--- src/rtl/pgd_pkg.sv ---
package pgd_pkg;

    localparam int CW_W     = 15;
    localparam int B_PWRUP  = 0;
    localparam int B_PGOOD  = 1;
    localparam int B_ELEC   = 2;
    localparam int B_REP    = 3;
    localparam int B_RDONE  = 4;
    localparam int B_FUNC   = 5;
    localparam int B_INR_LO = 13;

    localparam logic [1:0] INRUSH_MAX = 2'd3;

    typedef enum logic [2:0] {
        ST_IDLE,
        ST_RAMP,
        ST_MEMREP,
        ST_REPAIR,
        ST_UNDO,
        ST_OFF_ELEC,
        ST_OFF_SW
    } seq_st_e;

    typedef struct packed {
        logic [1:0] inrush;
        logic       func_rel;
        logic       rep_req;
        logic       elec_rel;
        logic       pwr_up;
    } dom_ctl_t;

    function automatic int max_i(int a, int b);
        return (a > b) ? a : b;
    endfunction

    function automatic logic [CW_W-1:0] pack_word(dom_ctl_t c, logic pg, logic rd);
        logic [CW_W-1:0] w;
        w                  = '0;
        w[B_PWRUP]         = c.pwr_up;
        w[B_PGOOD]         = pg;
        w[B_ELEC]          = c.elec_rel;
        w[B_REP]           = c.rep_req;
        w[B_RDONE]         = rd;
        w[B_FUNC]          = c.func_rel;
        w[B_INR_LO +: 2]   = c.inrush;
        return w;
    endfunction

endpackage

--- src/rtl/pgd_timer.sv ---
module pgd_timer #(
    parameter int CNT_W = 8
) (
    input  logic             clk,
    input  logic             rst,
    input  logic             clr,
    input  logic             en,
    input  logic [CNT_W-1:0] limit,
    output logic             expired
);
    logic [CNT_W-1:0] cnt_q;

    always_ff @(posedge clk) begin
        if (rst || clr) cnt_q <= '0;
        else if (en)    cnt_q <= cnt_q + 1'b1;
    end

    assign expired = (cnt_q == limit - 1'b1);
endmodule

--- src/rtl/pgd_fsm.sv ---
module pgd_fsm
    import pgd_pkg::*;
(
    input  logic     clk,
    input  logic     rst,
    input  logic     cmd_on,
    input  logic     cmd_off,
    input  logic     pwr_good,
    input  logic     repair_done,
    input  logic     tmr_exp,
    output logic     tmr_clr,
    output logic     tmr_en,
    output logic     tmr_long,
    output dom_ctl_t ctl,
    output logic     busy,
    output logic     done,
    output logic     error
);
    seq_st_e  st_q, st_d;
    dom_ctl_t ctl_q, ctl_d;
    logic     done_q, done_d, err_q, err_d;

    always_comb begin
        st_d    = st_q;
        ctl_d   = ctl_q;
        done_d  = 1'b0;
        err_d   = 1'b0;
        tmr_clr = 1'b0;
        unique case (st_q)
            ST_IDLE: begin
                if (cmd_on) begin
                    if (ctl_q.pwr_up) begin
                        done_d = 1'b1;
                    end else begin
                        ctl_d.pwr_up = 1'b1;
                        ctl_d.inrush = '0;
                        tmr_clr      = 1'b1;
                        st_d         = ST_RAMP;
                    end
                end else if (cmd_off) begin
                    ctl_d.func_rel = 1'b0;
                    st_d           = ST_OFF_ELEC;
                end
            end
            ST_RAMP: begin
                if (pwr_good) begin
                    ctl_d.elec_rel = 1'b1;
                    st_d           = ST_MEMREP;
                end else if (tmr_exp) begin
                    if (ctl_q.inrush == INRUSH_MAX) begin
                        ctl_d.pwr_up = 1'b0;
                        ctl_d.inrush = '0;
                        err_d        = 1'b1;
                        st_d         = ST_IDLE;
                    end else begin
                        ctl_d.inrush = ctl_q.inrush + 2'd1;
                        tmr_clr      = 1'b1;
                    end
                end
            end
            ST_MEMREP: begin
                ctl_d.rep_req = 1'b1;
                tmr_clr       = 1'b1;
                st_d          = ST_REPAIR;
            end
            ST_REPAIR: begin
                if (repair_done) begin
                    ctl_d.func_rel = 1'b1;
                    done_d         = 1'b1;
                    st_d           = ST_IDLE;
                end else if (tmr_exp) begin
                    ctl_d.elec_rel = 1'b0;
                    st_d           = ST_UNDO;
                end
            end
            ST_UNDO: begin
                ctl_d.pwr_up  = 1'b0;
                ctl_d.inrush  = '0;
                ctl_d.rep_req = 1'b0;
                err_d         = 1'b1;
                st_d          = ST_IDLE;
            end
            ST_OFF_ELEC: begin
                ctl_d.elec_rel = 1'b0;
                st_d           = ST_OFF_SW;
            end
            ST_OFF_SW: begin
                ctl_d.pwr_up  = 1'b0;
                ctl_d.rep_req = 1'b0;
                done_d        = 1'b1;
                st_d          = ST_IDLE;
            end
            default: st_d = ST_IDLE;
        endcase
    end

    always_ff @(posedge clk) begin
        if (rst) begin
            st_q   <= ST_IDLE;
            ctl_q  <= '0;
            done_q <= 1'b0;
            err_q  <= 1'b0;
        end else begin
            st_q   <= st_d;
            ctl_q  <= ctl_d;
            done_q <= done_d;
            err_q  <= err_d;
        end
    end

    assign tmr_en   = (st_q == ST_RAMP) || (st_q == ST_REPAIR);
    assign tmr_long = (st_q == ST_RAMP);
    assign ctl      = ctl_q;
    assign busy     = (st_q != ST_IDLE);
    assign done     = done_q;
    assign error    = err_q;
endmodule

--- src/rtl/pgd_sequencer.sv ---
module pgd_sequencer
    import pgd_pkg::*;
#(
    parameter int BASE_CYC = 50,
    parameter int PG_MULT  = 3,
    parameter int REP_MULT = 1
) (
    input  logic            clk,
    input  logic            rst,
    input  logic            cmd_on,
    input  logic            cmd_off,
    input  logic            pwr_good,
    input  logic            repair_done,
    output logic            sw_req,
    output logic [1:0]      inrush,
    output logic            iso_elec_rel,
    output logic            repair_req,
    output logic            iso_func_rel,
    output logic            busy,
    output logic            done,
    output logic            error,
    output logic [CW_W-1:0] ctrl_word
);
    localparam int PG_WIN  = BASE_CYC * PG_MULT;
    localparam int REP_WIN = BASE_CYC * REP_MULT;
    localparam int CNT_W   = $clog2(max_i(PG_WIN, REP_WIN) + 1);
    localparam logic [CNT_W-1:0] PG_LIM  = CNT_W'(PG_WIN);
    localparam logic [CNT_W-1:0] REP_LIM = CNT_W'(REP_WIN);

    dom_ctl_t ctl;
    logic     tmr_clr, tmr_en, tmr_long, tmr_exp;

    pgd_timer #(.CNT_W(CNT_W)) u_timer (
        .clk     (clk),
        .rst     (rst),
        .clr     (tmr_clr),
        .en      (tmr_en),
        .limit   (tmr_long ? PG_LIM : REP_LIM),
        .expired (tmr_exp)
    );

    pgd_fsm u_fsm (
        .clk         (clk),
        .rst         (rst),
        .cmd_on      (cmd_on),
        .cmd_off     (cmd_off),
        .pwr_good    (pwr_good),
        .repair_done (repair_done),
        .tmr_exp     (tmr_exp),
        .tmr_clr     (tmr_clr),
        .tmr_en      (tmr_en),
        .tmr_long    (tmr_long),
        .ctl         (ctl),
        .busy        (busy),
        .done        (done),
        .error       (error)
    );

    assign sw_req       = ctl.pwr_up;
    assign inrush       = ctl.inrush;
    assign iso_elec_rel = ctl.elec_rel;
    assign repair_req   = ctl.rep_req;
    assign iso_func_rel = ctl.func_rel;
    assign ctrl_word    = pack_word(ctl, pwr_good, repair_done);
endmodule

--- config.mk ---
export PLATFORM = sky130hd
export DESIGN_NAME = pgd_sequencer
export DESIGN_NICKNAME = d
export VERILOG_FILES = /design/src/rtl/pgd_pkg.sv /design/src/rtl/pgd_timer.sv /design/src/rtl/pgd_fsm.sv /design/src/rtl/pgd_sequencer.sv
export SDC_FILE = /design/constraint.sdc
export NUM_CORES = 1
export LEC_CHECK = 0
export BUFFER_PORTS_ARGS = -buffer_cell sky130_fd_sc_hd__buf_2
export CELL_PAD_IN_SITES_DETAIL_PLACEMENT = 1
export CELL_PAD_IN_SITES_GLOBAL_PLACEMENT = 2
export CORE_MARGIN = 4
export CORE_UTILIZATION = 32
export CTS_CLUSTER_DIAMETER = 50
export DETAILED_ROUTE_END_ITERATION = 10
export GPL_ROUTABILITY_DRIVEN = 0
export PLACE_DENSITY_LB_ADDON = 0.2
export SYNTH_ARGS = -nofsm -noshare
export SYNTH_HDL_FRONTEND = slang
export SYNTH_SLANG_ARGS = --single-unit
--- constraint.sdc ---
create_clock -name clk -period 4.4 [get_ports clk]
set_input_delay 0.44 -clock clk [delete_from_list [all_inputs] [get_ports clk]]
set_output_delay 0.44 -clock clk [all_outputs]
set_load 0.005 [all_outputs]
==> flow_summary.json <==
{
  "grt_pass1_vias": 959,
  "drtIter0Drc": 43,
  "cp.arrival_ns": 2.30,
  "ios": 30,
  "fin_crit_ns": 2.14,
  "setup_ws_ns": 2.26,
  "power_w": 0.000558,
  "synth_top_area_cell": "dfxtp_1",
  "hpwl_mm": 2.16,
  "max_slew.worst_pin.slew_ns": 0.578,
  "syn_area_sq_um": 1160,
  "synth_cells": 144,
  "use_met1_pct": 18.7,
  "critPathCaptureType": "flip-flop",
  "mostFrequentLayoutCell": "buf_2",
  "vias_per_cell": 5.13,
  "final_cell_mix": "buf_2, nor2_1, dfxtp_1",
  "ys_warn_count": 0,
  "setup_viol": 0,
  "crit_fanout": 15,
  "grt_overflow": 0,
  "clock.fmax_ghz": 0.467,
  "maxSlewHeadroom_pct": 61.4,
  "clk_latency_ns": 0.30,
  "grt_use_met2_pct": 21.3,
  "path_clk_slew_ns": 0.11,
  "crit_required_ns": 4.56,
  "finalCritPeriodShare_pct": 48.6,
  "synth_cell_types": 38,
  "crit_type": "reg -> reg",
  "worstSetupStartpointType": "flip-flop",
  "vias": 1031,
  "cts_buffers": 3,
  "routed_wl_mm": 2.84,
  "area_delta_synth_final_pct": 6.34,
  "synth_flop_cell": "dfxtp_1",
  "slew_viol_final": 0,
  "power_density_nw_per_um2": 451,
  "cts_resized": 0,
  "cts_buffer_depth": 2,
  "fillers": 446,
  "drcViolationCount": 0,
  "htree_levels": 1,
  "grt_max_degree": 19,
  "cts.sinks": 19,
  "start_util_pct": 34.1,
  "core-area_sq_um": 3420,
  "antenna_left": 0,
  "cts_setup_buffers": 0,
  "synth_edf_count": 0,
  "ir_drop_mv": 0.145,
  "layout.nets": 165,
  "utilization_pct": 36.3,
  "rsz0062_at_grt": "false",
  "ys_ff_latch": 19,
  "grt_pass1_wl_mm": 4.73,
  "cts_tree": "yes",
  "async_flop_share_pct": 0,
  "syn_area_per_cell_sq_um": 8.09,
  "preCtsSetupSlack_ns": 2.27,
  "wl_per_cell_um": 14.1,
  "met3_usage_pct": 2.13,
  "hold_buffers": 0,
  "yosysSeqAreaShare_pct": 32.7,
  "cts_root_buf": "clkbuf_4",
  "busiest_layer": "met2",
  "synth_top_area_share_pct": 32.7,
  "final.setup_skew_ns": 0.00323,
  "antenna_found_initial": 0,
  "hold_viol_final": 0,
  "setup_tns_ns": 0,
  "first_pass_iters": 4,
  "status": "completed",
  "grt_usage_pct": 13.3,
  "p_leak_nw": 0.483,
  "die_h_um": 68.3,
  "synth_area_leaders": "dfxtp_1, buf_4, nor2_1",
  "hold_path_class": "in -> reg",
  "num_antenna_cells": 0,
  "die_width_um": 68.3,
  "maxCapViolCount": 0,
  "layout-drive-gt1-share_pct": 19.4,
  "portBuffers": 22,
  "row_count": 21,
  "die-area_sq_um": 4670
}
[registers in the layout, summed over array words and instances, names as in the netlist]
register,count
u_fsm.ctl,6
u_fsm.done,1
u_fsm.error,1
u_fsm.st_q,3
u_timer.cnt_q,8
[Yosys cell counts (all sizes together), types with 4 or more instances]
master  count
xnor2       5
a21oi       6
buf        16
inv         5
nor2b       4
nand2      10
a31oi       4
nor2       19
dfxtp      19
nand3       4
o21ai       7
clkbuf      5
nor3        4
[final cells by class]
cell class / instances / area (sq um) / area share [%]
tap: 46 / 57.6 / 4.65
timing repair buffer: 22 / 110 / 8.89
clock buffer: 4 / 26.3 / 2.12
sequential: 19 / 380 / 30.7
multi-input combinational: 105 / 646 / 52.1
inverter: 5 / 18.8 / 1.52
[where the power goes]
group | switching, W | internal, W | total, W
clock | 0.0000551 | 0.0000353 | 0.0000904
combinational | 0.000120 | 0.0000939 | 0.000214
sequential | 0.0000548 | 0.000199 | 0.000253
[path summary, 6_finish.rpt]
kind	from	to	slack, ns	cells past startpoint
worst max-delay path	u_fsm.st_q[0]	u_fsm.error	2.26	4
worst min-delay path	repair_done	u_fsm.done	0.44	3
worst max register to register	u_fsm.st_q[0]	u_fsm.error	2.26	4
worst min register to register	u_fsm.ctl[1]	u_fsm.ctl[1]	0.50	2
[critical path, stage by stage (launching register included)]
cell,delay (ns)
dfxtp_1,0.61
or3b_4,0.48
mux2i_4,0.23
nand3_1,0.18
a2111oi_0,0.50
[metal layers]
layer,vias up,part of all wire (%)
met3,4,4.9
met2,32,43
met4,0,1.0
li1,503,-
met1,492,51
met5,-,0
[kinds of logic (layout without fill, tap and decap cells)]
family          Yosys count  after routing  share of synthesized area (%)
buf+inv                  26             31                           13.9
compound gates           31             31                           17.9
fa+ha+maj                 3              3                           3.22
mux                       1              1                           1.93
flops                    19             19                           32.7
xor+xnor                  7              7                           5.26
simple gates             56             56                           24.8
other cells               1              7                          0.322
[metrics by stage]
stage                     cells  area [sq um]  hold slack [ns]
after detailed placement    197          1210            0.478
after floorplan             150          1190            0.462
after global routing        201          1240            0.508
after CTS                   201          1240            0.444
final                       201          1240            0.444
after global placement      197          1210            0.465
No activity file was read; power rests on OpenSTA's default activity.
